File: config.mk
export PLATFORM = sky130hd
export DESIGN_NAME = flash_stream_engine
export DESIGN_NICKNAME = d
export VERILOG_FILES = /design/src/rtl/flash_stream_engine.sv
export SDC_FILE = /design/constraint.sdc
export NUM_CORES = 1
export LEC_CHECK = 0
export CORE_UTILIZATION = 45
export DETAILED_ROUTE_END_ITERATION = 8
export DONT_BUFFER_PORTS = 1
export GPL_ROUTABILITY_DRIVEN = 0
export PLACE_DENSITY = 0.59
export SLEW_MARGIN = 15
export SYNTH_ARGS = -nofsm -noshare
export SYNTH_HDL_FRONTEND = slang
export SYNTH_SLANG_ARGS = --single-unit
File: constraint.sdc
create_clock -name clk -period 2.66 [get_ports clk]
set_clock_uncertainty 0.05 [all_clocks]
set_input_delay 0.532 -clock clk [delete_from_list [all_inputs] [get_ports clk]]
set_output_delay 0.532 -clock clk [all_outputs]
set_load 0.02 [all_outputs]
File: src/rtl/flash_stream_engine.sv
module flash_stream_engine #(
  parameter int CNT_W = 22
) (
  input  logic             clk,
  input  logic             rst_n,
  input  logic             cfg_addr_we,
  input  logic [31:0]      cfg_addr_wdata,
  input  logic             cfg_cnt_we,
  input  logic [CNT_W-1:0] cfg_cnt_wdata,
  output logic [31:0]      addr_q,
  output logic [CNT_W-1:0] cnt_q,
  input  logic             flash_idle,
  output logic             rd_req,
  output logic [31:0]      rd_addr,
  output logic             rd_tag,
  input  logic             rd_gnt,
  input  logic             rsp_valid,
  input  logic             rsp_tag,
  input  logic [31:0]      rsp_data,
  input  logic             pop,
  output logic [31:0]      pop_data,
  output logic             fifo_empty,
  output logic             fifo_full
);

  localparam int WORD_W = 30;
  localparam logic [1:0] FULL_LVL = 2'd2;

  logic [WORD_W-1:0] word_addr;
  logic [CNT_W-1:0]  remaining;
  logic              pending;
  logic              epoch;
  logic [31:0]       slot [2];
  logic              wr_ptr, rd_ptr;
  logic [1:0]        level;

  logic issue, abort, accept, take;

  assign abort  = cfg_cnt_we && (cfg_cnt_wdata == '0);
  assign issue  = rd_req && rd_gnt;
  assign accept = rsp_valid && pending && (rsp_tag == epoch) && !abort;
  assign take   = pop && (level != 2'd0);

  assign rd_req = (remaining != '0) && !pending && flash_idle && (level != FULL_LVL);

  always_ff @(posedge clk or negedge rst_n) begin
    if (!rst_n) begin
      word_addr <= '0;
    end else if (cfg_addr_we) begin
      word_addr <= cfg_addr_wdata[31:2];
    end else if (issue) begin
      word_addr <= word_addr + 1'b1;
    end
  end

  always_ff @(posedge clk or negedge rst_n) begin
    if (!rst_n) begin
      remaining <= '0;
    end else if (cfg_cnt_we) begin
      remaining <= cfg_cnt_wdata;
    end else if (issue) begin
      remaining <= remaining - 1'b1;
    end
  end

  always_ff @(posedge clk or negedge rst_n) begin
    if (!rst_n) begin
      pending <= 1'b0;
      epoch   <= 1'b0;
    end else begin
      if (abort) begin
        epoch <= ~epoch;
      end
      if (abort || accept) begin
        pending <= 1'b0;
      end else if (issue) begin
        pending <= 1'b1;
      end
    end
  end

  always_ff @(posedge clk) begin
    if (accept) begin
      slot[wr_ptr] <= rsp_data;
    end
  end

  always_ff @(posedge clk or negedge rst_n) begin
    if (!rst_n) begin
      wr_ptr <= 1'b0;
      rd_ptr <= 1'b0;
      level  <= 2'd0;
    end else begin
      if (accept) begin
        wr_ptr <= ~wr_ptr;
      end
      if (take) begin
        rd_ptr <= ~rd_ptr;
      end
      if (accept && !take) begin
        level <= level + 2'd1;
      end else if (take && !accept) begin
        level <= level - 2'd1;
      end
    end
  end

  assign addr_q     = {word_addr, 2'b00};
  assign rd_addr    = {word_addr, 2'b00};
  assign rd_tag     = epoch;
  assign cnt_q      = remaining;
  assign fifo_empty = (level == 2'd0);
  assign fifo_full  = (level == FULL_LVL);
  assign pop_data   = fifo_empty ? 32'd0 : slot[rd_ptr];

endmodule
==> flow_metrics.py, run 1 <==
metrics = {
    "outcome": {
        "status": "finished with violations",
        "violations": "negative setup slack",
    },
    "timing": {
        "finalCritPeriodShare_pct": 100.1,
        "period_needed_ps": 2663,
        "fin_ws_ps": -3.211,
        "final_max_slew_viol_count": 0,
        "worst_pin_slew_ps": 928.8,
        "fmax_mhz": 375.5,
        "rsz0062_at_grt": "true",
        "holdWs_ps": 168.4,
        "max_slew_margin_pct": 37.95,
        "setup_viol": 1,
        "final_hold_viol_count": 0,
    },
    "job": {
        "maxCapViolCount": 0,
    },
    "final_layout": {
        "multi_input_area_mm2": 0.002514,
        "regArea_mm2": 0.003377,
        "nets": 691,
        "mostFrequentLayoutCells": "64 x edfxtp_1, 58 x buf_4, 57 x dfrtp_1, 50 x nand2_1, 49 x nor2_1",
        "final_common_cell": "edfxtp_1",
        "fin_util_pct": 54.43,
        "fillers": 1193,
        "drive_gt1_share_pct": 19.64,
        "diodes": 0,
        "area_growth_pct": 16.53,
    },
    "synthesis": {
        "synth_cell_types": 48,
        "synth.avg_cell_area_um2": 10.90,
        "synth-edff-count": 64,
        "ys_ff_latch": 122,
        "synth_ff_type": "edfxtp_1",
        "synth-async-reset-ratio_pct": 47.54,
        "synth_warnings": 0,
        "netlist_area_mm2": 0.006259,
        "synthCells": 574,
        "yosysSeqAreaShare_pct": 53.90,
    },
    "pwr": {
        "p_total_mw": 6.426,
        "p_leak_nw": 2.842,
        "power.density_mw_per_mm2": 881.0,
        "ir_drop_v": 0.0003375,
    },
    "hold_path": {
        "hp-class": "in2reg",
    },
    "global_route": {
        "antenna_found_initial": 0,
        "grt_pass1_vias": 4551,
        "grt_max_degree": 65,
        "track_usage_pct": 20.88,
        "grt_pass1_wl_um": 23220,
        "gr-total-overflow": 0,
    },
    "drt": {
        "totalWireLength_um": 14350,
        "viasPerCell": 5.679,
        "vias": 4441,
        "drt_first_iter_violations": 254,
        "ant_nets": 0,
        "wl_per_cell_um": 18.35,
        "first_pass_iters": 4,
        "drc": 0,
    },
    "critical_path": {
        "critPathSlowestCell": "or4_4",
        "r2r_setup_slack_ps": 30,
        "critPathMaxStageDelay_ps": 550,
        "crit_family": "simple AND/OR/NAND/NOR gates",
        "cp-start-kind": "flip-flop",
        "cp_common_cell": "or4_4",
        "arrival_ps": 2080,
        "crit_type": "reg2out",
        "cp.required_ps": 2080,
        "path_buf_inv": 0,
        "critPathCaptureType": "output port",
        "path_cells": "or4_4, or4_4, nor2_4, nor3_2",
        "path_max_fanout": 3,
    },
    "die": {
        "io_pins": 217,
        "die_w_um": 119.9,
        "row_count": 42,
        "die-height_um": 119.9,
        "fp.dieArea_mm2": 0.01438,
        "core_area_mm2": 0.01340,
        "start_util_pct": 46.70,
    },
    "clocking": {
        "clk_latency_ps": 410,
        "cts_buffers": 17,
        "clk_pin_slew_ps": 60,
        "cts_tree": "done",
        "cts_htree_levels": 4,
        "cts_sinks": 122,
        "clockBufferDepth": 2,
        "root_buffer": "clkbuf_16",
    },
    "placed_design": {
        "post-dp-hpwl_um": 10050,
        "port_buffers": 0,
    },
}
==> through the flow <==
stage / worst slack, ps / setup TNS (ps) / cell area (µm²) / std cells
6_report: -3.211 / -3.211 / 7293 / 782
5_1_grt: -89.14 / -416.9 / 7293 / 782
4_1_cts: -29.39 / -29.39 / 7264 / 781
3_5_place_dp: 59.33 / 0 / 6599 / 746
3_3_place_gp: 110.3 / 0 / 6599 / 746
2_1_floorplan: 6.855 / 0 / 6277 / 577
==> cell type report <==
| class | count | area share [%] |
|---|---|---|
| Timing Repair Buffer | 64 | 7.583 |
| Tap cell | 176 | 3.019 |
| Inverter | 8 | 0.4117 |
| Clock inverter | 15 | 2.385 |
| Sequential cell | 122 | 46.30 |
| Clock buffer | 17 | 5.833 |
| Multi-Input combinational cell | 380 | 34.47 |
==> sequential cells by signal, summed over array words and instances (netlist names) <==
signal and cells:
word_addr 30, pending 1, rd_ptr 1, level 2, cnt_q 22, slot 64
wr_ptr 1, rd_tag 1
==> path summary, 6_finish.rpt <==
| path | startpoint | endpoint | depth (start not counted) |
|---|---|---|---|
| setup / recovery | cnt_q[4]$_DFFE_PN0P_ | rd_req | 4 |
| setup reg to reg | cnt_q[4]$_DFFE_PN0P_ | word_addr[28]$_DFFE_PN0P_ | 7 |
| max in group asynchronous | rst_n | rd_ptr$_DFFE_PN0P_ | 2 |
| min in group asynchronous | rst_n | cnt_q[2]$_DFFE_PN0P_ | 2 |
| hold reg to reg | pending$_DFFE_PN0P_ | pending$_DFFE_PN0P_ | 2 |
| hold / removal | rsp_data[22] | slot[0][22]$_DFFE_PP_ | 0 |
==> cells in the mapped netlist (11+ instances only) <==
cell type / number / area [µm²]
edfxtp_1: 64 / 1922
dfrtp_1: 58 / 1451
nor2_1: 51 / 191.4
nand2_1: 50 / 187.7
buf_4: 35 / 262.8
mux2i_1: 35 / 350.3
o21ai_0: 31 / 155.2
clkbuf_1: 25 / 93.84
xor2_1: 24 / 210.2
nand3_1: 18 / 90.09
nor2b_1: 17 / 106.4
nor3_1: 15 / 75.07
nand4_1: 14 / 87.58
or4_1: 13 / 97.59
xnor2_1: 12 / 105.1
o211ai_1: 11 / 82.58
==> where the power goes <==
part           switching [mW]  total (mW)  internal (mW)
clock network           0.839        2.31           1.47
logic                    1.09        1.61          0.527
registers               0.296        2.50           2.21
==> cells by family (layout without fill, tap and decap cells) <==
| group | Yosys count | count (layout) | synth area share [%] |
|---|---|---|---|
| simple gates | 216 | 216 | 17.67 |
| compound gates | 81 | 81 | 9.217 |
| mux | 40 | 40 | 6.497 |
| xor+xnor | 36 | 36 | 5.038 |
| flops | 122 | 122 | 53.90 |
| buf+inv | 75 | 104 | 7.017 |
| fa+ha+maj | 3 | 3 | 0.5998 |
| other cells | 1 | 4 | 0.05992 |
==> worst register-to-register path, cell delays in order (launching register included) <==
cell,delay [ps]
dfrtp_1,370
or4_4,550
or4_4,520
buf_4,180
o2111ai_1,430
buf_4,230
or4_1,110
nand3_1,60
==> per-layer routing <==
| metal | up-vias | global-route usage (%) | wire length, µm |
|---|---|---|---|
| met1 | 2176 | 23.82 | 5792 |
| met2 | 149 | 35.81 | 7212 |
| met4 | 0 | 8.281 | 318 |
| met3 | 21 | 6.987 | 1024 |
| li1 | 2095 | - | - |
| met5 | - | 0 | 0 |
==> repair_timing <==
action | CTS | global route
hold buffers | 2 | 0
setup buffers | 1 | 1
endpoints found under the setup margin | 1 | 14
endpoints found under the hold margin | 58 | 0
pin swaps | 1 | 1
gates resized for setup | 5 | 4
Note: power is estimated with default switching activity, not from simulation.
==> inputs of run 2 (changes only) <==
CELL_PAD_IN_SITES_DETAIL_PLACEMENT = 1   (was unset)
CELL_PAD_IN_SITES_GLOBAL_PLACEMENT = 1   (was unset)
CORE_UTILIZATION = 44   (was 45)
PLACE_DENSITY = 0.73   (was 0.59)
==> flow_metrics.py, run 2 (synthesized netlist as in run 1, its figures left out) <==
metrics = {
    "outcome": {
        "status": "finished with violations",
        "violations": "negative setup slack",
    },
    "timing": {
        "finalCritPeriodShare_pct": 101.6,
        "setup_viol": 1,
        "worst_pin_slew_ps": 599.9,
        "holdWs_ps": 156.8,
        "final_max_slew_viol_count": 0,
        "fmax_mhz": 369.9,
        "final_hold_viol_count": 0,
        "fin_ws_ps": -43.49,
        "max_slew_margin_pct": 59.92,
        "period_needed_ps": 2703,
        "fin_tns_setup_ps": -43.49,
        "rsz0062_at_grt": "true",
    },
    "critical_path": {
        "critPathSlowestCell": "or4_4",
        "r2r_start": "cnt_q[5]$_DFFE_PN0P_",
        "crit_type": "reg2out",
        "arrival_ps": 2120,
        "cp.required_ps": 2080,
        "ff2ff_path_depth": 7,
        "crit_start": "cnt_q[5]$_DFFE_PN0P_",
        "cp-start-kind": "flip-flop",
        "r2r_setup_slack_ps": 30,
        "path_cells": "or4_4, or4_4, nor2_4, nor3_2",
        "path_max_fanout": 2,
        "critPathCaptureType": "output port",
        "critPathMaxStageDelay_ps": 570,
        "cp_common_cell": "or4_4",
        "r2r_end": "cnt_q[8]$_DFFE_PN0P_",
    },
    "clocking": {
        "cts_htree_levels": 4,
        "clk_pin_slew_ps": 60,
        "root_buffer": "clkbuf_16",
        "cts_tree": "done",
        "cts_buffers": 17,
        "clk_latency_ps": 420,
        "cts_sinks": 122,
        "clockBufferDepth": 2,
    },
    "final_layout": {
        "area_growth_pct": 16.97,
        "fillers": 1473,
        "drive_gt1_share_pct": 20.98,
        "largest_register_ffs": 64,
        "largest-register": "slot",
        "nets": 700,
        "multi_input_area_mm2": 0.002514,
        "final_common_cell": "buf_4",
        "regArea_mm2": 0.003374,
        "final_area_mm2": 0.007321,
        "diodes": 0,
        "mostFrequentLayoutCells": "67 x buf_4, 64 x edfxtp_1, 57 x dfrtp_1, 50 x nand2_1, 49 x nor2_1",
    },
    "job": {
        "maxCapViolCount": 0,
    },
    "die": {
        "fp.dieArea_mm2": 0.01471,
        "die_w_um": 121.3,
        "die-height_um": 121.3,
        "core_area_mm2": 0.01388,
        "start_util_pct": 45.09,
        "io_pins": 217,
        "row_count": 43,
    },
    "global_route": {
        "grt_pass1_vias": 4659,
        "grt_pass1_wl_um": 25130,
        "grt_max_degree": 65,
        "gr-total-overflow": 0,
        "track_usage_pct": 22.66,
        "antenna_found_initial": 0,
    },
    "pwr": {
        "ir_drop_v": 0.0003854,
        "p_total_mw": 6.374,
        "p_leak_nw": 2.862,
        "power.density_mw_per_mm2": 870.6,
    },
    "drt": {
        "drc": 0,
        "viasPerCell": 5.809,
        "totalWireLength_um": 16210,
        "vias": 4618,
        "ant_nets": 0,
        "first_pass_iters": 4,
        "drt_first_iter_violations": 217,
        "wl_per_cell_um": 20.39,
    },
    "placed_design": {
        "postPlaceCellArea_mm2": 0.006629,
        "post-dp-hpwl_um": 11580,
        "port_buffers": 0,
        "dp_slack_ps": 108.7,
    },
    "hold_path": {
        "holdPathStages": 0,
        "hp-class": "in2reg",
        "whs_endpoint": "slot[0][13]$_DFFE_PP_",
        "min-delay-start": "rsp_data[13]",
    },
}
## run 2: through the flow
stage | util (%) | instances
floorplan | - | 577
global placement | 47.76 | 755
detailed placement | 47.76 | 755
CTS | 52.33 | 791
global route | 52.74 | 795
finish | 52.74 | 795
## run 2: metal layers
metal | wire (µm) | track usage [%]
met1 | 6363 | 25.87
met2 | 8457 | 39.64
met3 | 1052 | 6.579
met4 | 341 | 9.105
met5 | 0 | 0
## run 2: cell type report
| class | instances | area share (%) |
|---|---|---|
| clock inverters | 15 | 1.914 |
| flip-flops and latches | 122 | 46.09 |
| clock buffers | 17 | 5.811 |
| multi-input cells | 380 | 34.34 |
| repair buffers | 73 | 8.358 |
| well taps | 180 | 3.076 |
| inverters | 8 | 0.4102 |
## run 2: power by group
part / switching, mW / internal [mW] / leakage (nW)
Combinational: 1.19 / 0.555 / 1.33
Sequential: 0.220 / 2.20 / 1.26
Clock: 0.908 / 1.30 / 0.267
Total: 2.32 / 4.06 / 2.86
## run 2: worst max-delay path: cells and delay by family, from the launching register on
kind | cells | cell delay, ps
DFF | 1 | 390
and+or+nand+nor | 4 | 1310
## run 2: timing repair
item                                   in CTS  in global routing
pin swaps                                   2                  2
buffers inserted                            2                  4
cloned                                      0                  0
resized for setup                           4                  5
setup endpoints to repair                   1                 10
hold buffers                                2                  0
endpoints found under the hold margin      58                  0
## run 2: worst max path at each step
stage,to,cells after the start
after CTS,rd_req,4
after global routing,rd_req,4
final,rd_req,4
after floorplan,word_addr[18]$_DFFE_PN0P_,8
after global placement,cnt_q[8]$_DFFE_PN0P_,6
after detailed placement,cnt_q[8]$_DFFE_PN0P_,6
